File: config.mk
export PLATFORM = sky130hd
export DESIGN_NAME = eep_byte_master
export DESIGN_NICKNAME = d
export VERILOG_FILES = /design/src/rtl/eep_pkg.sv /design/src/rtl/eep_tick_gen.sv /design/src/rtl/eep_bit_phy.sv /design/src/rtl/eep_byte_master.sv
export SDC_FILE = /design/constraint.sdc
export NUM_CORES = 1
export LEC_CHECK = 0
export ABC_AREA = 1
export BUFFER_PORTS_ARGS = -buffer_cell sky130_fd_sc_hd__buf_2
export CAP_MARGIN = 25
export CORE_MARGIN = 2
export CORE_UTILIZATION = 46
export CTS_CLUSTER_DIAMETER = 30
export CTS_CLUSTER_SIZE = 24
export DETAILED_ROUTE_END_ITERATION = 10
export SLEW_MARGIN = 20
export SYNTH_ARGS = -nofsm -noshare
export SYNTH_HDL_FRONTEND = slang
export SYNTH_SLANG_ARGS = --single-unit
File: constraint.sdc
create_clock -name clk_i -period 2.5 [get_ports clk_i]
set_clock_uncertainty 0.05 [all_clocks]
set_input_delay 0.25 -clock clk_i [delete_from_list [all_inputs] [get_ports clk_i]]
set_output_delay 0.25 -clock clk_i [all_outputs]
set_load 0.005 [all_outputs]
File: src/rtl/eep_pkg.sv
package eep_pkg;
  localparam int BYTE_W = 8;
  localparam int BIT_IDX_W = $clog2(BYTE_W);
  localparam int STEP_IDX_W = 4;
  localparam logic [3:0] DEV_TYPE = 4'b1010;

  typedef enum logic [1:0] {OP_WRITE = 2'd0, OP_RD_CUR = 2'd1, OP_RD_RAND = 2'd2, OP_RSVD = 2'd3} op_e;
  typedef enum logic [2:0] {K_START, K_TX, K_ACK, K_RX, K_NACK, K_STOP, K_END} kind_e;
  typedef enum logic [1:0] {SRC_CW, SRC_CR, SRC_ADDR, SRC_DATA} src_e;

  typedef struct packed {
    kind_e kind;
    src_e  src;
  } step_t;

  function automatic step_t mk(kind_e k, src_e s);
    step_t r;
    r.kind = k;
    r.src  = s;
    return r;
  endfunction

  // Ordered bus steps per command
  function automatic step_t step_at(op_e op, logic [STEP_IDX_W-1:0] idx);
    step_t r;
    r = mk(K_END, SRC_CW);
    case (op)
      OP_WRITE: case (idx)
        4'd0: r = mk(K_START, SRC_CW);
        4'd1: r = mk(K_TX, SRC_CW);
        4'd2: r = mk(K_ACK, SRC_CW);
        4'd3: r = mk(K_TX, SRC_ADDR);
        4'd4: r = mk(K_ACK, SRC_CW);
        4'd5: r = mk(K_TX, SRC_DATA);
        4'd6: r = mk(K_ACK, SRC_CW);
        4'd7: r = mk(K_STOP, SRC_CW);
        default: r = mk(K_END, SRC_CW);
      endcase
      OP_RD_CUR: case (idx)
        4'd0: r = mk(K_START, SRC_CW);
        4'd1: r = mk(K_TX, SRC_CR);
        4'd2: r = mk(K_ACK, SRC_CW);
        4'd3: r = mk(K_RX, SRC_CW);
        4'd4: r = mk(K_NACK, SRC_CW);
        4'd5: r = mk(K_STOP, SRC_CW);
        default: r = mk(K_END, SRC_CW);
      endcase
      OP_RD_RAND: case (idx)
        4'd0: r = mk(K_START, SRC_CW);
        4'd1: r = mk(K_TX, SRC_CW);
        4'd2: r = mk(K_ACK, SRC_CW);
        4'd3: r = mk(K_TX, SRC_ADDR);
        4'd4: r = mk(K_ACK, SRC_CW);
        4'd5: r = mk(K_START, SRC_CW);
        4'd6: r = mk(K_TX, SRC_CR);
        4'd7: r = mk(K_ACK, SRC_CW);
        4'd8: r = mk(K_RX, SRC_CW);
        4'd9: r = mk(K_NACK, SRC_CW);
        4'd10: r = mk(K_STOP, SRC_CW);
        default: r = mk(K_END, SRC_CW);
      endcase
      default: r = mk(K_END, SRC_CW);
    endcase
    return r;
  endfunction
endpackage

File: src/rtl/eep_tick_gen.sv
module eep_tick_gen #(
  parameter int QTR_CYC = 4
) (
  input  logic clk_i,
  input  logic rst_ni,
  input  logic en_i,
  output logic tick_o
);
  localparam int CNT_W = (QTR_CYC > 1) ? $clog2(QTR_CYC) : 1;
  localparam logic [CNT_W-1:0] CNT_MAX = CNT_W'(QTR_CYC - 1);

  logic [CNT_W-1:0] cnt_q;

  assign tick_o = en_i && (cnt_q == CNT_MAX);

  always_ff @(posedge clk_i or negedge rst_ni) begin
    if (!rst_ni) cnt_q <= '0;
    else if (!en_i || tick_o) cnt_q <= '0;
    else cnt_q <= cnt_q + 1'b1;
  end


  cnt_range_chk: assert property (@(posedge clk_i) disable iff (!rst_ni)
    cnt_q <= CNT_MAX);

  cnt_restart_chk: assert property (@(posedge clk_i) disable iff (!rst_ni)
    !en_i |=> cnt_q == '0);
endmodule

File: src/rtl/eep_bit_phy.sv
module eep_bit_phy
  import eep_pkg::*;
(
  input  logic              clk_i,
  input  logic              rst_ni,
  input  logic              tick_i,
  input  logic              go_i,
  input  kind_e             go_kind_i,
  input  logic [BYTE_W-1:0] go_byte_i,
  input  logic              sda_i,
  output logic              active_o,
  output logic              done_o,
  output logic              ack_ok_o,
  output logic [BYTE_W-1:0] rx_byte_o,
  output logic              scl_o,
  output logic              sda_o
);
  localparam logic [BIT_IDX_W-1:0] LAST_BIT = BIT_IDX_W'(BYTE_W - 1);

  logic                 active_q, done_q, ack_ok_q, scl_q, sda_q;
  logic [1:0]           ph_q;
  logic [BIT_IDX_W-1:0] bit_q;
  kind_e                kind_q;
  logic [BYTE_W-1:0]    tx_q, rx_q;
  logic                 last_bit;
  logic [BIT_IDX_W-1:0] nb;

  // {scl, sda} for a phase of the given step
  function automatic logic [1:0] pin_lvl(kind_e k, logic [1:0] ph, logic b);
    logic [1:0] r;
    case (k)
      K_START: case (ph)
        2'd0: r = 2'b01;
        2'd1: r = 2'b11;
        2'd2: r = 2'b10;
        default: r = 2'b00;
      endcase
      K_STOP: case (ph)
        2'd0: r = 2'b00;
        2'd1: r = 2'b10;
        default: r = 2'b11;
      endcase
      default: r = {(ph == 2'd1) || (ph == 2'd2), b};
    endcase
    return r;
  endfunction

  function automatic logic bit_lvl(kind_e k, logic [BYTE_W-1:0] tx, logic [BIT_IDX_W-1:0] i);
    return (k == K_TX) ? tx[LAST_BIT - i] : 1'b1;
  endfunction

  assign last_bit = ((kind_q == K_TX) || (kind_q == K_RX)) ? (bit_q == LAST_BIT) : 1'b1;
  assign nb       = bit_q + 1'b1;

  always_ff @(posedge clk_i or negedge rst_ni) begin
    if (!rst_ni) begin
      active_q <= 1'b0;
      done_q   <= 1'b0;
      ack_ok_q <= 1'b0;
      scl_q    <= 1'b1;
      sda_q    <= 1'b1;
      ph_q     <= '0;
      bit_q    <= '0;
      kind_q   <= K_STOP;
      tx_q     <= '0;
      rx_q     <= '0;
    end else begin
      done_q <= 1'b0;
      if (go_i) begin
        active_q       <= 1'b1;
        ph_q           <= '0;
        bit_q          <= '0;
        kind_q         <= go_kind_i;
        tx_q           <= go_byte_i;
        {scl_q, sda_q} <= pin_lvl(go_kind_i, 2'd0, bit_lvl(go_kind_i, go_byte_i, '0));
      end else if (active_q && tick_i) begin
        if (ph_q == 2'd1) begin  // sample while clock is high
          if (kind_q == K_RX)  rx_q     <= {rx_q[BYTE_W-2:0], sda_i};
          if (kind_q == K_ACK) ack_ok_q <= !sda_i;
        end
        if (ph_q == 2'd3) begin
          if (last_bit) begin
            active_q <= 1'b0;
            done_q   <= 1'b1;
          end else begin
            bit_q          <= nb;
            ph_q           <= '0;
            {scl_q, sda_q} <= pin_lvl(kind_q, 2'd0, bit_lvl(kind_q, tx_q, nb));
          end
        end else begin
          ph_q           <= ph_q + 2'd1;
          {scl_q, sda_q} <= pin_lvl(kind_q, ph_q + 2'd1, bit_lvl(kind_q, tx_q, bit_q));
        end
      end
    end
  end

  assign active_o  = active_q;
  assign done_o    = done_q;
  assign ack_ok_o  = ack_ok_q;
  assign rx_byte_o = rx_q;
  assign scl_o     = scl_q;
  assign sda_o     = sda_q;


  sda_hold_chk: assert property (@(posedge clk_i) disable iff (!rst_ni)
    (active_q && $past(active_q) && scl_q && $past(scl_q) &&
     kind_q != K_START && kind_q != K_STOP) |-> $stable(sda_q));

  go_when_free_chk: assert property (@(posedge clk_i) disable iff (!rst_ni)
    go_i |-> !active_q);
endmodule

File: src/rtl/eep_byte_master.sv
module eep_byte_master
  import eep_pkg::*;
#(
  parameter int         QTR_CYC  = 4,
  parameter logic [2:0] CHIP_SEL = 3'b000
) (
  input  logic              clk_i,
  input  logic              rst_ni,
  input  logic              cmd_valid_i,
  input  logic [1:0]        cmd_op_i,
  input  logic [BYTE_W-1:0] cmd_addr_i,
  input  logic [BYTE_W-1:0] cmd_wdata_i,
  output logic              busy_o,
  output logic              done_o,
  output logic              pass_o,
  output logic [BYTE_W-1:0] rdata_o,
  output logic              scl_o,
  output logic              sda_o,
  input  logic              sda_i
);
  typedef enum logic [2:0] {S_IDLE, S_ISSUE, S_WAIT, S_ABORT, S_ABORT_WAIT} seq_e;

  localparam logic [BYTE_W-1:0] CTRL_W = {DEV_TYPE, CHIP_SEL, 1'b0};
  localparam logic [BYTE_W-1:0] CTRL_R = {DEV_TYPE, CHIP_SEL, 1'b1};

  seq_e                  st_q;
  op_e                   op_q;
  logic [BYTE_W-1:0]     addr_q, data_q, rdata_q;
  logic [STEP_IDX_W-1:0] idx_q;
  logic                  done_q, pass_q;
  step_t                 cur;
  logic                  go;
  kind_e                 go_kind;
  logic [BYTE_W-1:0]     go_byte;
  logic                  tick, phy_active, phy_done, phy_ack_ok;
  logic [BYTE_W-1:0]     phy_rx;
  op_e                   cmd_op;

  assign cmd_op = op_e'(cmd_op_i);
  assign cur    = step_at(op_q, idx_q);

  always_comb begin
    go      = 1'b0;
    go_kind = cur.kind;
    case (cur.src)
      SRC_CW:   go_byte = CTRL_W;
      SRC_CR:   go_byte = CTRL_R;
      SRC_ADDR: go_byte = addr_q;
      default:  go_byte = data_q;
    endcase
    if (st_q == S_ISSUE && cur.kind != K_END) go = 1'b1;
    if (st_q == S_ABORT) begin
      go      = 1'b1;
      go_kind = K_STOP;
    end
  end

  always_ff @(posedge clk_i or negedge rst_ni) begin
    if (!rst_ni) begin
      st_q    <= S_IDLE;
      op_q    <= OP_WRITE;
      addr_q  <= '0;
      data_q  <= '0;
      rdata_q <= '0;
      idx_q   <= '0;
      done_q  <= 1'b0;
      pass_q  <= 1'b0;
    end else begin
      done_q <= 1'b0;
      case (st_q)
        S_IDLE: if (cmd_valid_i && cmd_op != OP_RSVD) begin
          op_q    <= cmd_op;
          addr_q  <= cmd_addr_i;
          data_q  <= cmd_wdata_i;
          idx_q   <= '0;
          rdata_q <= '0;
          st_q    <= S_ISSUE;
        end
        S_ISSUE: if (cur.kind == K_END) begin
          st_q   <= S_IDLE;
          done_q <= 1'b1;
          pass_q <= 1'b1;
        end else st_q <= S_WAIT;
        S_WAIT: if (phy_done) begin
          if (cur.kind == K_ACK && !phy_ack_ok) st_q <= S_ABORT;
          else begin
            if (cur.kind == K_RX) rdata_q <= phy_rx;
            idx_q <= idx_q + 1'b1;
            st_q  <= S_ISSUE;
          end
        end
        S_ABORT: st_q <= S_ABORT_WAIT;
        S_ABORT_WAIT: if (phy_done) begin
          st_q   <= S_IDLE;
          done_q <= 1'b1;
          pass_q <= 1'b0;
        end
        default: st_q <= S_IDLE;
      endcase
    end
  end

  eep_tick_gen #(.QTR_CYC(QTR_CYC)) u_tick (
    .clk_i  (clk_i),
    .rst_ni (rst_ni),
    .en_i   (phy_active),
    .tick_o (tick)
  );

  eep_bit_phy u_phy (
    .clk_i     (clk_i),
    .rst_ni    (rst_ni),
    .tick_i    (tick),
    .go_i      (go),
    .go_kind_i (go_kind),
    .go_byte_i (go_byte),
    .sda_i     (sda_i),
    .active_o  (phy_active),
    .done_o    (phy_done),
    .ack_ok_o  (phy_ack_ok),
    .rx_byte_o (phy_rx),
    .scl_o     (scl_o),
    .sda_o     (sda_o)
  );

  assign busy_o  = (st_q != S_IDLE);
  assign done_o  = done_q;
  assign pass_o  = pass_q;
  assign rdata_o = rdata_q;


  busy_end_done_chk: assert property (@(posedge clk_i) disable iff (!rst_ni)
    $fell(busy_o) |-> done_o);

  done_single_chk: assert property (@(posedge clk_i) disable iff (!rst_ni)
    done_o |=> !done_o);

  idle_bus_chk: assert property (@(posedge clk_i) disable iff (!rst_ni)
    !busy_o |-> (scl_o && sda_o));

  busy_ignore_chk: assert property (@(posedge clk_i) disable iff (!rst_ni)
    (busy_o && cmd_valid_i) |=> ($stable(addr_q) && $stable(data_q)));

  nack_stop_chk: assert property (@(posedge clk_i) disable iff (!rst_ni)
    (st_q == S_WAIT && phy_done && cur.kind == K_ACK && !phy_ack_ok) |=>
    (go && go_kind == K_STOP));
endmodule

# Yosys cells after proc, flatten, opt, wreduce, memory -nomap -nowiden

Memories as Yosys holds them, arrays and structs flattened.
Cells that the tools add are included.

Flip-flop bits (word level): 66
Latch bits: 0
Bits in writable memories: 0
Bits in read-only memories: 120
Bits of input ports: 22
Output and inout bits: 13
Word-level logic and storage cells: 168
Memories kept: 2

Memories:

| name            | words | width | read ports | clocked after Yosys merged registers in | wr ports | RTL line      | source |
|---|---|---|---|---|---|---|---|
| (no name shown) | 16    | 5     | 1          | 0                                       | 0        | eep_pkg.sv:48 | `OP_RD_RAND: case (idx)` |
| (no name shown) | 8     | 5     | 1          | 0                                       | 0        | eep_pkg.sv:28 | `OP_WRITE: case (idx)` |

Add/sub/neg operators: 6
$mul: 0
Divide/modulo/power cells: 0
Magnitude comparators: 2
Eq/ne operators: 38
Shift-type cells: 0
Muxes and demuxes: 66
Bitwise operators: 1
Reductions and logical operators: 34

Operator list:

| operator                                            | number |
|---|---|
| two-way mux 8 bit                                   | 4 |
| case mux 5 bit (6 select lines)                     | 1 |
| two-way mux 1 bit                                   | 28 |
| two-way mux 3 bit                                   | 8 |
| case mux 8 bit (3 select lines)                     | 1 |
| == test 3 x 2 -> 1 bit (second input constant)      | 6 |
| case mux 8 bit (2 select lines)                     | 1 |
| == test 3 bit (second input constant)               | 5 |
| case mux 3 bit (5 select lines)                     | 1 |
| case mux 5 bit (3 select lines)                     | 1 |
| two-way mux 2 bit                                   | 7 |
| two-way mux 4 bit                                   | 3 |
| AND reduction 3 bit                                 | 4 |
| AND reduction 4 bit                                 | 3 |
| == test 2 bit (second input constant)               | 5 |
| inequality test 2 bit (second input constant)       | 5 |
| nonzero test 2 bit                                  | 5 |
| == test 3 x 1 -> 1 bit (second input constant)      | 3 |
| logical NOT 3 bit                                   | 3 |
| == test 2 x 1 -> 1 bit (second input constant)      | 4 |
| == test 4 x 2 -> 1 bit (second input constant)      | 2 |
| == test 4 x 3 -> 1 bit (second input constant)      | 2 |
| < comparator 3 x 4 -> 1 bit (second input constant) | 2 |
| case mux 1 bit (2 select lines)                     | 4 |
| 21 further kinds                                    | 39 |

# Depth between registers and ports, before layout

Gate-level depths: netlist of the first run.

Depth after elaboration: 10
Gate-level depth with buffers: 13
Depth with buffers taken out: 13

# By module

Synthesis of the first run repeated with hierarchy kept, for this count alone.

Cell total of the unflattened synthesis: 457
Area, all modules: 3547.2 um^2

Modules (own cells, without submodules):

| module          | instances | cells an instance | area each (um^2) | seq. area each (um^2) |
|---|---|---|---|---|
| eep_byte_master | 1         | 262               | 1993.2           | 875.8 |
| eep_bit_phy     | 1         | 185               | 1465.2           | 730.7 |
| eep_tick_gen    | 1         | 10                | 88.8             | 50.0 |

# Worst setup path after synthesis of the first run

Ideal clock, no wire load.

Path kind: register to register
From: register idx_q[0]
To: register u_phy.active_q, in the netlist u_phy.active_o
Setup time: 0.121 ns
Data arrival time: 1.698 ns
Slack: 0.631 ns
Cell stages (with the launch flop): 12
Path buffers: 1
Period minus slack after synthesis: 1.869 ns
Cells stage by stage: dfrtp_1 > inv_1 > ha_1 > o21ai_0 > nand3_1 > nand3_2 > nand3_2 > nand2_2 > nand2_4 > buf_6 > nor2_1 > nor2_1

Word-level cells in the longest chain between the ends: 9
Elaborated cells between the ends (all ways): 20
Those cells by class: eq/ne: 6; mux: 6; reduce/logical: 6; memory: 2

RTL lines:

| what                                                                 | RTL line                     | source |
|---|---|---|
| start: declaration                                                   | eep_byte_master.sv:29        | `logic [STEP_IDX_W-1:0] idx_q;` |
| start signal: assignment                                             | eep_byte_master.sv:88        | `idx_q <= idx_q + 1'b1;` |
| memory (8 x 5 bit) (tied with other cells)                           | n/a                          |  |
| two-way mux 5 bit or case mux 5 bit (6 select lines) (tied branches) | eep_pkg.sv:28, eep_pkg.sv:39 |  |
| case mux 5 bit (3 select lines) *                                    | eep_pkg.sv:27                | `case (op)` |
| inequality test 3 bit *                                              | eep_byte_master.sv:51        | `if (st_q == S_ISSUE && cur.kind != K_END) go = 1'b1;` |
| logical AND 1 bit *                                                  | eep_byte_master.sv:51        |  |
| two-way mux 1 bit *                                                  | eep_byte_master.sv:51        |  |
| two-way mux 1 bit *                                                  | eep_byte_master.sv:52        | `if (st_q == S_ABORT) begin` |
| nonzero test 2 bit (no line)                                         | n/a                          |  |
| AND reduction 3 bit (no line)                                        | n/a                          |  |
| end signal: assignment                                               | eep_bit_phy.sv:57            | `active_q <= 1'b0;` |
| end signal: assignment                                               | eep_bit_phy.sv:70            | `active_q <= 1'b1;` |
| end signal: assignment                                               | eep_bit_phy.sv:83            | `active_q <= 1'b0;` |
| end: declaration                                                     | eep_bit_phy.sv:20            | `logic active_q, done_q, ack_ok_q, scl_q, sda_q;` |

Every way passes the cells marked *; elsewhere a longest branch is shown, timed or not.
A chain may end at the register's enable or synchronous reset.

# Worst setup path in the final report of the first run

From: register idx_q[0]
To: register u_phy.ph_q[0]

Word-level cells in the longest chain between the ends: 9
Elaborated cells between the ends (all ways): 19
Those cells by class: eq/ne: 7; mux: 6; reduce/logical: 4; memory: 2

RTL lines:

| what                                                                  | RTL line                     | source |
|---|---|---|
| memory (8 x 5 bit) (tied with other cells)                            | n/a                          |  |
| two-way mux 5 bit or case mux 5 bit (6 select lines) (tied branches)  | eep_pkg.sv:28, eep_pkg.sv:39 |  |
| case mux 5 bit (3 select lines) *                                     | eep_pkg.sv:27                |  |
| inequality test 3 bit *                                               | eep_byte_master.sv:51        |  |
| logical AND 1 bit *                                                   | eep_byte_master.sv:51        |  |
| two-way mux 1 bit *                                                   | eep_byte_master.sv:51        |  |
| two-way mux 1 bit *                                                   | eep_byte_master.sv:52        |  |
| inequality test 3 bit (no line) or nonzero test 2 bit (tied branches) | n/a                          |  |
| AND reduction 2 bit (no line)                                         | n/a                          |  |
| end signal: assignment                                                | eep_bit_phy.sv:91            | `ph_q <= ph_q + 2'd1;` |
| end: declaration                                                      | eep_bit_phy.sv:21            | `logic [1:0] ph_q;` |

Marked as above.

==> impl_metrics.csv, run 1 <==
group,metric,value,unit
sta,slew_headroom,52.57,%
clock_tree,cts-resized-gates,0,
worst_setup_path,rrSetupSlack,360,ps
layout,multi_input_area,1592,um2
clock_tree,cts.sinks,66,
clock_tree,cts_inserted_buffers,9,
global_route,gr-total-overflow,0,
placed_design,hpwl,5450,um
clock_tree,clock_latency,340,ps
drt,route.detailed.drc,0,
sta,fin_crit,2142,ps
power,clkPwrFrac,47.6,%
worst_setup_path,worstRegToRegCells,12,
drt,vias_per_cell,5.043,
placed_design,gp_congestion,0.8724,
logic_synthesis,yosysWarnings,0,
global_route,grt_max_degree,36,
clock_tree,cts_buffer_depth,2,
sta,setup_viol,0,
layout,drive_gt1_share,18.79,%
logic_synthesis,yosysTopAreaCell,"dfrtp_1",
logic_synthesis,synth_top_family_by_area,"simple AND/OR/NAND/NOR gates",
drt,ant_nets,0,
sta,setup_slack,358.4,ps
layout,area_growth,14.72,%
logic_synthesis,avgSynthCellArea,8.169,um2
drt,finalWirelength,7464,um
logic_synthesis,synth.cell_area,3537,um2
layout,diodes,0,
sta,hold_violations,0,
clock_tree,post_cts_buffers,0,
die,dieArea,8407,um2
worst_setup_path,reg2reg_from,"idx_q[0]$_DFFE_PN0P_",
global_route,antenna_found_initial,0,
die,core,7331,um2
clock_tree,htreeDepth,3,
worst_setup_path,cp_max_fo,22,
placed_design,dp_slack,380.7,ps
sta,fmax,466.9,MHz
die,ios,35,
worst_setup_path,reg2reg_to,"u_phy.ph_q[0]$_DFFE_PN0P_",
logic_synthesis,ys_ff_latch,66,
logic_synthesis,synth_mux_area_share,1.875,%
logic_synthesis,synth-simple-area-share,28.62,%
logic_synthesis,synthXorXnorAreaFrac,0.4952,%
worst_setup_path,crit_type,"reg -> reg",
sta,slew_violations,0,
sta,period_share,85.67,%
clock_tree,tritoncts,"built",
clock_tree,path_clk_slew,80,ps
drt,drt-initial-drc-count,115,
min_path,min_path_type,"in -> reg",
power,combPwrFrac,2.1,%
sta,rsz0062_at_grt,"false",
power,vdd.ir_drop.worst,0.3721,mV
run,drv_cap,0,
logic_synthesis,synth_fa_ha_area_share,4.245,%
worst_setup_path,arrival,2330,ps
die,die_height,91.69,um
clock_tree,clockRootBuffer,"clkbuf_8",
worst_setup_path,start_kind,"flip-flop",
layout,register_area,1657,um2
global_route,grt_pass1_wl,13170,um
power,p_leak,2.167,nW
global_route,grt_pass1_vias,2820,
worst_setup_path,crit_required,2680,ps
run_status,status,"finished clean",
die,die_width,91.69,um
placed_design,io_buffers,34,
layout,num-fill-cells,716,
worst_setup_path,cp-startpoint,"idx_q[0]$_DFFE_PN0P_",
power,p_sw,0.0004714,W
sta,fin_tns_setup,0,ps
logic_synthesis,yosysSeqAreaShare,46.83,%
logic_synthesis,synth-compound-area-share,9.763,%
logic_synthesis,synthCells,433,
logic_synthesis,syn-num-nets,467,
logic_synthesis,synth.area.top_cells,"dfrtp_1, nand2_1, inv_1",
worst_setup_path,worstSetupEndpoint,"u_phy.ph_q[0]$_DFFE_PN0P_",
die,rows,31,
global_route,grtUsageTotal,19.77,%
power,powerDensity,522.8,nW/um2
drt,dr.pass1.iters,4,
logic_synthesis,synth_top_area_share,43.86,%
drt,vias,2915,
logic_synthesis,yosys.cell_types.count,39,
worst_setup_path,end_kind,"flip-flop",
power,swShare,22.22,%
placed_design,dp_cells,561,
power,p_int,0.001650,W
die,start_util,48.25,%
power,seqPwrFrac,50.3,%
layout,final_nets,508,
sta,worstMarginPinSlew,709.7,ps
sta,holdWs,97.02,ps
layout,instances_no_fill,578,
drt,avgRoutedWirePerCell,12.91,um
[critical path: stages, from the launching register on]
cell     delay [ps]
dfrtp_1         490
inv_1           120
ha_1            250
o21ai_0         210
nand2_1          90
nand2_1          80
nand3_2         110
nand3_2         110
nand2_2         100
nand2_4         230
nor2_1           90
nand2_1          70
nand2_1          50
[synth_stat cells (all sizes together)]
master / instances
dfstp: 4
clkbuf: 4
or2: 2
o22ai: 6
nand2: 118
dfrtp: 62
ha: 12
xor2: 2
a211oi: 1
and2: 2
o211ai: 7
nand4: 17
mux2: 5
buf: 7
nor3: 6
o21bai: 1
nor3b: 1
nand3: 28
nor2: 43
a21oi: 15
inv: 57
nand3b: 2
a22oi: 1
a311oi: 1
o21ai: 28
mux2i: 1
[state kept, by name, summed over array words and instances (netlist names), 2 cells and up]
| name | count |
|---|---|
| addr_q | 8 |
| data_q | 8 |
| idx_q | 4 |
| op_q | 2 |
| rdata_o | 8 |
| st_q | 3 |
| u_phy.bit_q | 3 |
| u_phy.kind_q | 3 |
| u_phy.ph_q | 2 |
| u_phy.rx_byte_o | 8 |
| u_phy.tx_q | 8 |
| u_tick.cnt_q | 2 |
[placed cells by master, fill, tap and decap left out, types with 6 or more instances in the layout]
cell and n:
o21ai_0 14, nand3_1 25, nor2_1 36, nand4_1 16, o21ai_1 14, nand2_1 114
clkbuf_8 9, ha_1 12, dfrtp_1 62, o22ai_1 6, buf_2 34, o211ai_1 7
a21oi_1 15, inv_1 51
[power by group through the flow]
stage          registers [W]  clock network [W]    logic, W
5_1_grt              0.00107            0.00109   0.0000530
3_3_place_gp         0.00109                  0   0.0000458
2_1_floorplan        0.00109                  0  0.00000219
3_5_place_dp         0.00109                  0   0.0000472
4_1_cts              0.00107            0.00104   0.0000484
6_report             0.00107            0.00101   0.0000455
[through the flow]
step	power, W	util, %	cell area, um2
floorplan	0.001090	-	3537
global placement	0.001134	52.23	3829
detailed placement	0.001135	52.23	3829
CTS	0.002150	55.35	4058
global route	0.002213	55.35	4058
finish	0.002121	55.35	4058
[routing by layer]
layer	track usage [%]	share of wire, %
met1	27.01	48
met3	3.944	4.3
met2	30.88	47
met5	0	0
met4	8.085	0.80
[area by class of cell]
class | count | area share [%]
inverter | 57 | 5.335
timing repair buffer | 41 | 6.167
clock inverter | 6 | 2.251
multi-input combinational | 299 | 39.22
tap | 99 | 3.053
clock buffer | 10 | 3.145
sequential | 66 | 40.83
[cells by family after synthesis]
family / Yosys count
AO/OA/AOI/OAI: 60
XOR/XNOR: 2
adder cells (fa/ha/maj): 12
buffers and inverters: 68
flip-flops: 66
multiplexers: 6
AND/OR/NAND/NOR: 219
[timing repair]
action | CTS | global route
hold buffers | 1 | 0
hold endpoints to repair | 16 | 0
endpoints found under the setup margin | 0 | 0
[worst min path at each step]
stage	start	endpoint	depth (start not counted)
2_1_floorplan	rst_ni	addr_q[0]$_DFFE_PN0P_	0
3_3_place_gp	rst_ni	idx_q[3]$_DFFE_PN0P_	1
3_5_place_dp	rst_ni	idx_q[3]$_DFFE_PN0P_	1
4_1_cts	cmd_addr_i[0]	addr_q[0]$_DFFE_PN0P_	2
5_1_grt	cmd_addr_i[0]	addr_q[0]$_DFFE_PN0P_	2
6_report	cmd_addr_i[0]	addr_q[0]$_DFFE_PN0P_	2
(Power assumes the default switching activity.)
==> run 2: changes to the inputs <==
--- a/config.mk
+++ b/config.mk
@@ -16,4 +16,5 @@
 export SLEW_MARGIN = 20
 export SYNTH_ARGS = -nofsm -noshare
 export SYNTH_HDL_FRONTEND = slang
+export SYNTH_HIERARCHICAL = 1
 export SYNTH_SLANG_ARGS = --single-unit
==> run 2 against run 1 <==
  * Sequential power about the same
  * Sequential share of layout area decreased by 0.48 points
  * Worst hold slack got worse by 52 ps
  * Register-to-register slack got worse by 140 ps
  * Setup slack got worse by 140 ps
==> impl_metrics.csv, run 2 <==
group,metric,value,unit
run_status,status,"finished clean",
global_route,grtUsageTotal,19.99,%
worst_setup_path,path_buf_inv,2,
min_path,min_path_type,"in -> reg",
power,vdd.ir_drop.worst,0.2978,mV
placed_design,place_area,3862,um2
clock_tree,cts_buffer_depth,2,
global_route,grt_pass1_vias,3068,
layout,final_nets,537,
die,rows,32,
clock_tree,cts.sinks,66,
placed_design,hpwl,5423,um
placed_design,dp_slack,46.97,ps
power,p_int,0.001613,W
power,clkPwrFrac,43.8,%
logic_synthesis,syn-num-nets,490,
logic_synthesis,avgSynthCellArea,7.762,um2
logic_synthesis,yosysSeqAreaShare,46.70,%
sta,period_share,91.40,%
worst_setup_path,worstRegToRegCells,15,
clock_tree,clock_latency,350,ps
layout,drive_gt1_share,19.65,%
worst_setup_path,cp_cell_sequence,"ha_1 > ha_1 > inv_1 > nand2_1 > a21boi_0 > nand3_1 > nand3_1 > nand2_1 > nand2_4 > inv_4 > nand2_2 > nand2_2 > nor2_4 > nand2_1 > o22ai_1",
global_route,antenna_found_initial,0,
logic_synthesis,yosysWarnings,6,
run,drv_cap,0,
power,combPwrFrac,4.6,%
worst_setup_path,crit_cells,15,
clock_tree,tritoncts,"built",
worst_setup_path,slowest_delay,440,ps
clock_tree,htreeDepth,3,
sta,slew_headroom,54.14,%
layout,instances_no_fill,611,
layout,diodes,0,
power,swShare,23.98,%
worst_setup_path,start_kind,"flip-flop",
logic_synthesis,synth_top_area_share,43.74,%
power,seqPwrFrac,51.6,%
global_route,grt_pass1_wl,13410,um
logic_synthesis,yosysMostFrequentCell,"nand2_1",
layout,final_cell_mix,"nand2_1, inv_1, dfrtp_1",
min_path,hold_path_depth,2,
logic_synthesis,yosysTopAreaCell,"dfrtp_1",
die,core,7607,um2
drt,vias_per_cell,4.943,
logic_synthesis,ys_ff_latch,66,
die,die_width,91.82,um
drt,dr.pass1.iters,5,
layout,final_common_cell,"nand2_1",
layout,register_area,1658,um2
sta,rsz0062_at_grt,"true",
worst_setup_path,end_kind,"flip-flop",
drt,drt-initial-drc-count,134,
logic_synthesis,async_flop_share,100.0,%
logic_synthesis,synth.area.top_cells,"dfrtp_1, nand2_1, inv_1",
layout,fin_util,54.01,%
die,die_height,91.82,um
layout,area_growth,15.84,%
worst_setup_path,arrival,2500,ps
logic_synthesis,synthCells,457,
sta,slew_violations,0,
power,p_leak,2.096,nW
drt,route.detailed.drc,0,
drt,ant_nets,0,
worst_setup_path,crit_slowest_cell,"dfrtp_2",
logic_synthesis,synth-edff-count,0,
logic_synthesis,synth.cell_area,3547,um2
worst_setup_path,cp_max_fo,9,
sta,setup_slack,215.1,ps
power,powerDensity,516.5,nW/um2
die,dieArea,8430,um2
layout,num-fill-cells,739,
placed_design,dp_cells,592,
sta,fin_crit,2285,ps
logic_synthesis,synthTopCellsByCount,"nand2_1, inv_1, dfrtp_1, nor2_1, nand3_1",
worst_setup_path,crit_type,"reg -> reg",
placed_design,gp_congestion,0.9094,
sta,fmax,437.7,MHz
worst_setup_path,crit_required,2710,ps
worst_setup_path,crit_top_cell,"nand2_1",
layout,stdcell_area,4109,um2
logic_synthesis,yosys.cell_types.count,36,
die,start_util,46.63,%
logic_synthesis,synth_flop_cell,"dfrtp_1",
sta,hold_violations,0,
clock_tree,clockRootBuffer,"clkbuf_8",
clock_tree,cts_inserted_buffers,9,
drt,avgRoutedWirePerCell,12.28,um
clock_tree,path_clk_slew,80,ps
power,p_sw,0.0005089,W
worst_setup_path,cp_top_family,"simple AND/OR/NAND/NOR gates",
drt,vias,3020,
sta,worstMarginPinSlew,687.8,ps
layout,multi_input_area,1558,um2
sta,setup_viol,0,
die,ios,35,
global_route,grt_max_degree,38,
power,p_total,0.002122,W
placed_design,io_buffers,34,
drt,finalWirelength,7506,um
global_route,gr-total-overflow,0,
run 2: changes by cell type after synthesis, moves of 5 or more:
cell / delta
a21oi_1: -8
inv_1: +14
nand3_1: +10
nand4_1: -12
o21ai_0: +19
nor2_1: +11
nand2_1: +5
o211ai_1: -5
o21ai_1: -8
run 2: worst register-to-register path, cell delays in order (launching register included):
cell and delay [ps]:
dfrtp_2 440, ha_1 250, ha_1 190, inv_1 50, nand2_1 40, a21boi_0 140, nand3_1 130, nand3_1 110
nand2_1 100, nand2_4 130, inv_4 70, nand2_2 90, nand2_2 70, nor2_4 140, nand2_1 80, o22ai_1 120
run 2: area by class of cell:
| class | instances | area share, % |
|---|---|---|
| sequential | 66 | 40.35 |
| multi-input combinational | 306 | 37.91 |
| inverter | 76 | 7.186 |
| timing repair buffer | 45 | 6.516 |
| clock buffer | 10 | 3.350 |
| tap | 102 | 3.106 |
| clock inverter | 6 | 1.583 |
run 2: final timing paths:
path	start	end	slack, ps
max in group asynchronous	rst_ni	u_phy/kind_q[2]$_DFFE_PN1P_	1280
worst min-delay path	sda_i	u_phy/ack_ok_o$_DFFE_PN0P_	40
worst min register to register	u_tick/cnt_q[0]$_DFF_PN0_	u_tick/cnt_q[0]$_DFF_PN0_	380
min in group asynchronous	rst_ni	idx_q[1]$_DFFE_PN0P_	420
worst max register to register	idx_q[0]$_DFFE_PN0P_	u_phy/bit_q[2]$_DFFE_PN0P_	220
worst max-delay path	idx_q[0]$_DFFE_PN0P_	u_phy/bit_q[2]$_DFFE_PN0P_	220
run 2: power groups by stage:
stage	combinational [W]	clock, W	sequential [W]
global route	0.000114	0.00101	0.00110
CTS	0.000100	0.000958	0.00110
detailed placement	0.0000985	0	0.00112
floorplan	0.0000432	0	0.00111
global placement	0.0000972	0	0.00112
finish	0.0000981	0.000929	0.00110
run 2: what timing repair did:
action / CTS / global route
buffers inserted: 0 / 2
gates resized for setup: 0 / 6
hold endpoints to repair: 26 / 0
hold buffers: 1 / 0
endpoints found under the setup margin: 0 / 24
run 2: metal layers:
metal,GRT usage (%),part of all wire [%],vias to the layer above
li1,-,-,1536
met1,24.33,45,1405
met2,34.38,49,66
met3,3.615,3.9,13
met4,9.328,1.7,0
met5,0,0,-
run 2: stage by stage:
step           hold WS [ps]  setup TNS, ps
2_1_floorplan        -95.59              0
3_3_place_gp          283.7              0
3_5_place_dp          286.5              0
4_1_cts               38.81              0
5_1_grt               55.26         -12.25
6_report              44.70              0
run 2: logic make-up after synthesis:
kind of cell,after synthesis,synth area share (%)
fa+ha+maj,11,3.880
mux,5,1.587
xor+xnor,3,0.7409
compound gates,64,10.12
simple gates,223,27.16
flops,66,46.70
buf+inv,85,9.806
==> run 3: changes to the inputs <==
--- a/config.mk
+++ b/config.mk
@@ -13,6 +13,8 @@
 export CTS_CLUSTER_DIAMETER = 30
 export CTS_CLUSTER_SIZE = 24
 export DETAILED_ROUTE_END_ITERATION = 10
+export HOLD_SLACK_MARGIN = 0.08
+export PLACE_DENSITY = 0.75
 export SLEW_MARGIN = 20
 export SYNTH_ARGS = -nofsm -noshare
 export SYNTH_HDL_FRONTEND = slang
==> run 3 against run 2 <==
  * Count of clock-buffer cells in the layout rose by 1
  * Via count up 1.7%
  * Utilization is 0.18 points higher
  * Worst hold slack improved by 44 ps
  * Setup slack lost 38 ps
  * Global-route usage is 0.98 points lower
  * Clock power shrank 18%
  * Die area unchanged
  * First-iteration DRC count grew 31%
  * Combinational power grew 4%
  * Fmax down 1.6%
  * Flip-flop and latch count unchanged
  * Critical endpoint is now u_phy/rx_byte_o[3]$_DFFE_PN0P_
==> impl_metrics.csv, run 3 (synthesis gave the netlist of run 2 again) <==
group,metric,value,unit
sta,fin_crit,2323,ps
worst_setup_path,cp_cell_sequence,"inv_1 > ha_1 > nand3_1 > nand2_1 > nand2_1 > nand2_1 > nor2_1 > nand3_1 > nand2_1 > nand2_2 > nor2_2 > nand4_2 > o21ai_1",
power,swShare,23.39,%
min_path,hold_end,"data_q[3]$_DFFE_PN0P_",
sta,setup_slack,177.2,ps
worst_setup_path,crit_required,2710,ps
layout,final_common_cell,"nand2_1",
clock_tree,tritoncts,"built",
sta,hold_violations,0,
die,die_height,91.82,um
clock_tree,path_clk_slew,70,ps
global_route,grtUsageTotal,19.01,%
layout,final_cell_mix,"nand2_1, inv_1, dfrtp_1",
drt,ant_nets,0,
drt,vias_per_cell,5.002,
worst_setup_path,worstRegToRegCells,13,
layout,fin_util,54.19,%
power,vdd.ir_drop.worst,0.3108,mV
worst_setup_path,cp_max_fo,8,
global_route,grt_pass1_vias,3013,
drt,drt-initial-drc-count,175,
die,core,7607,um2
global_route,antenna_found_initial,0,
layout,drive_gt1_share,18.75,%
worst_setup_path,crit_type,"reg -> reg",
drt,avgRoutedWirePerCell,12.37,um
worst_setup_path,slowest_delay,420,ps
placed_design,io_buffers,34,
run_status,status,"finished clean",
drt,vias,3071,
die,ios,35,
global_route,gr-total-overflow,0,
worst_setup_path,crit_slowest_cell,"dfrtp_1",
clock_tree,cts_buffer_depth,2,
worst_setup_path,rrSetupSlack,180,ps
layout,diodes,0,
placed_design,dp_slack,21.85,ps
worst_setup_path,crit_top_cell,"nand2_1",
sta,fmax,430.5,MHz
sta,rsz0062_at_grt,"true",
power,seqPwrFrac,56.0,%
worst_setup_path,arrival,2530,ps
power,powerDensity,475.4,nW/um2
drt,finalWirelength,7593,um
die,die_width,91.82,um
clock_tree,clock_latency,340,ps
layout,area_growth,16.23,%
min_path,min_from,"cmd_wdata_i[3]",
placed_design,gp_congestion,0.8930,
power,p_sw,0.0004584,W
sta,slew_violations,0,
drt,route.detailed.drc,0,
placed_design,dp_cells,590,
worst_setup_path,start_kind,"flip-flop",
run,drv_cap,0,
global_route,grt_pass1_wl,13090,um
min_path,hold_path_depth,3,
clock_tree,cts_inserted_buffers,9,
min_path,min_path_type,"in -> reg",
global_route,grt_max_degree,67,
clock_tree,cts.sinks,66,
sta,setup_viol,0,
power,clkPwrFrac,38.8,%
die,rows,32,
clock_tree,post_cts_buffers,0,
sta,worstMarginPinSlew,813.2,ps
die,dieArea,8430,um2
power,combPwrFrac,5.2,%
clock_tree,clockRootBuffer,"clkbuf_8",
worst_setup_path,reg2reg_from,"idx_q[1]$_DFFE_PN0P_",
sta,slew_headroom,45.79,%
power,p_leak,2.096,nW
worst_setup_path,end_kind,"flip-flop",
layout,instances_no_fill,614,
placed_design,hpwl,5284,um
drt,dr.pass1.iters,4,
worst_setup_path,reg2reg_to,"u_phy/rx_byte_o[3]$_DFFE_PN0P_",
layout,final_nets,542,
power,p_int,0.001502,W
sta,period_share,92.91,%
clock_tree,htreeDepth,3,
die,start_util,46.63,%
-- run 3: area by class of cell --
type / instances / area (um2)
Clock inverter: 3 / 17.52
Tap cell: 102 / 127.6
Multi-Input combinational cell: 307 / 1578
Sequential cell: 66 / 1658
Clock buffer: 11 / 141.4
Inverter: 76 / 295.3
Fill cell: 719 / 3485
Timing Repair Buffer: 49 / 305.3
-- run 3: stage by stage --
| stage | area, um2 | total power [W] | hold WS [ps] | TNS (ps) |
|---|---|---|---|---|
| CTS | 4084 | 0.001986 | 80.30 | 0 |
| floorplan | 3547 | 0.001157 | -95.59 | 0 |
| detailed placement | 3835 | 0.001210 | 378.2 | 0 |
| global placement | 3835 | 0.001207 | 368.6 | 0 |
| finish | 4123 | 0.001960 | 89.08 | 0 |
| global route | 4123 | 0.002049 | 82.62 | -58.07 |
-- run 3: worst max-delay path by stage --
stage,from,end,slack (ps),cells past startpoint
final,idx_q[1]$_DFFE_PN0P_,u_phy/rx_byte_o[3]$_DFFE_PN0P_,180,13
after detailed placement,idx_q[0]$_DFFE_PN0P_,u_phy/bit_q[1]$_DFFE_PN0P_,20,15
after floorplan,idx_q[0]$_DFFE_PN0P_,u_phy/scl_o$_DFFE_PN1P_,310,15
after global placement,idx_q[0]$_DFFE_PN0P_,u_phy/bit_q[2]$_DFFE_PN0P_,130,15
after CTS,idx_q[0]$_DFFE_PN0P_,u_phy/bit_q[1]$_DFFE_PN0P_,3,15
after global routing,idx_q[0]$_DFFE_PN0P_,u_phy/rx_byte_o[6]$_DFFE_PN0P_,-20,11
-- run 3: worst max-delay path: cells and delay by family, from the launching register on --
kind,cells,cell delay (ps)
AOI/OAI and AO/OA,1,210
DFF,1,420
and+or+nand+nor,10,1270
adders and majority gates,1,200
buffers and inverters,1,80
-- run 3: repair_timing --
item,4_1_cts,5_1_grt
hold buffers,9,0
endpoints found under the hold margin,36,0
resized for setup,0,9
endpoints found under the setup margin,0,25
-- run 3: per-layer routing --
metal / GRT usage [%] / routed length [um] / vias to the layer above
li1: - / - / 1553
met1: 24.64 / 3485 / 1439
met2: 32.23 / 3719 / 75
met3: 4.026 / 341 / 4
met4: 5.473 / 47 / 0
met5: 0 / 0 / -
-- run 3: power groups by stage --
stage,Sequential (W),Combinational [W],Clock (W)
6_report,0.00110,0.000102,0.000761
5_1_grt,0.00110,0.000118,0.000832
4_1_cts,0.00110,0.000104,0.000785
3_5_place_dp,0.00112,0.0000934,0
3_3_place_gp,0.00112,0.0000913,0
2_1_floorplan,0.00111,0.0000432,0
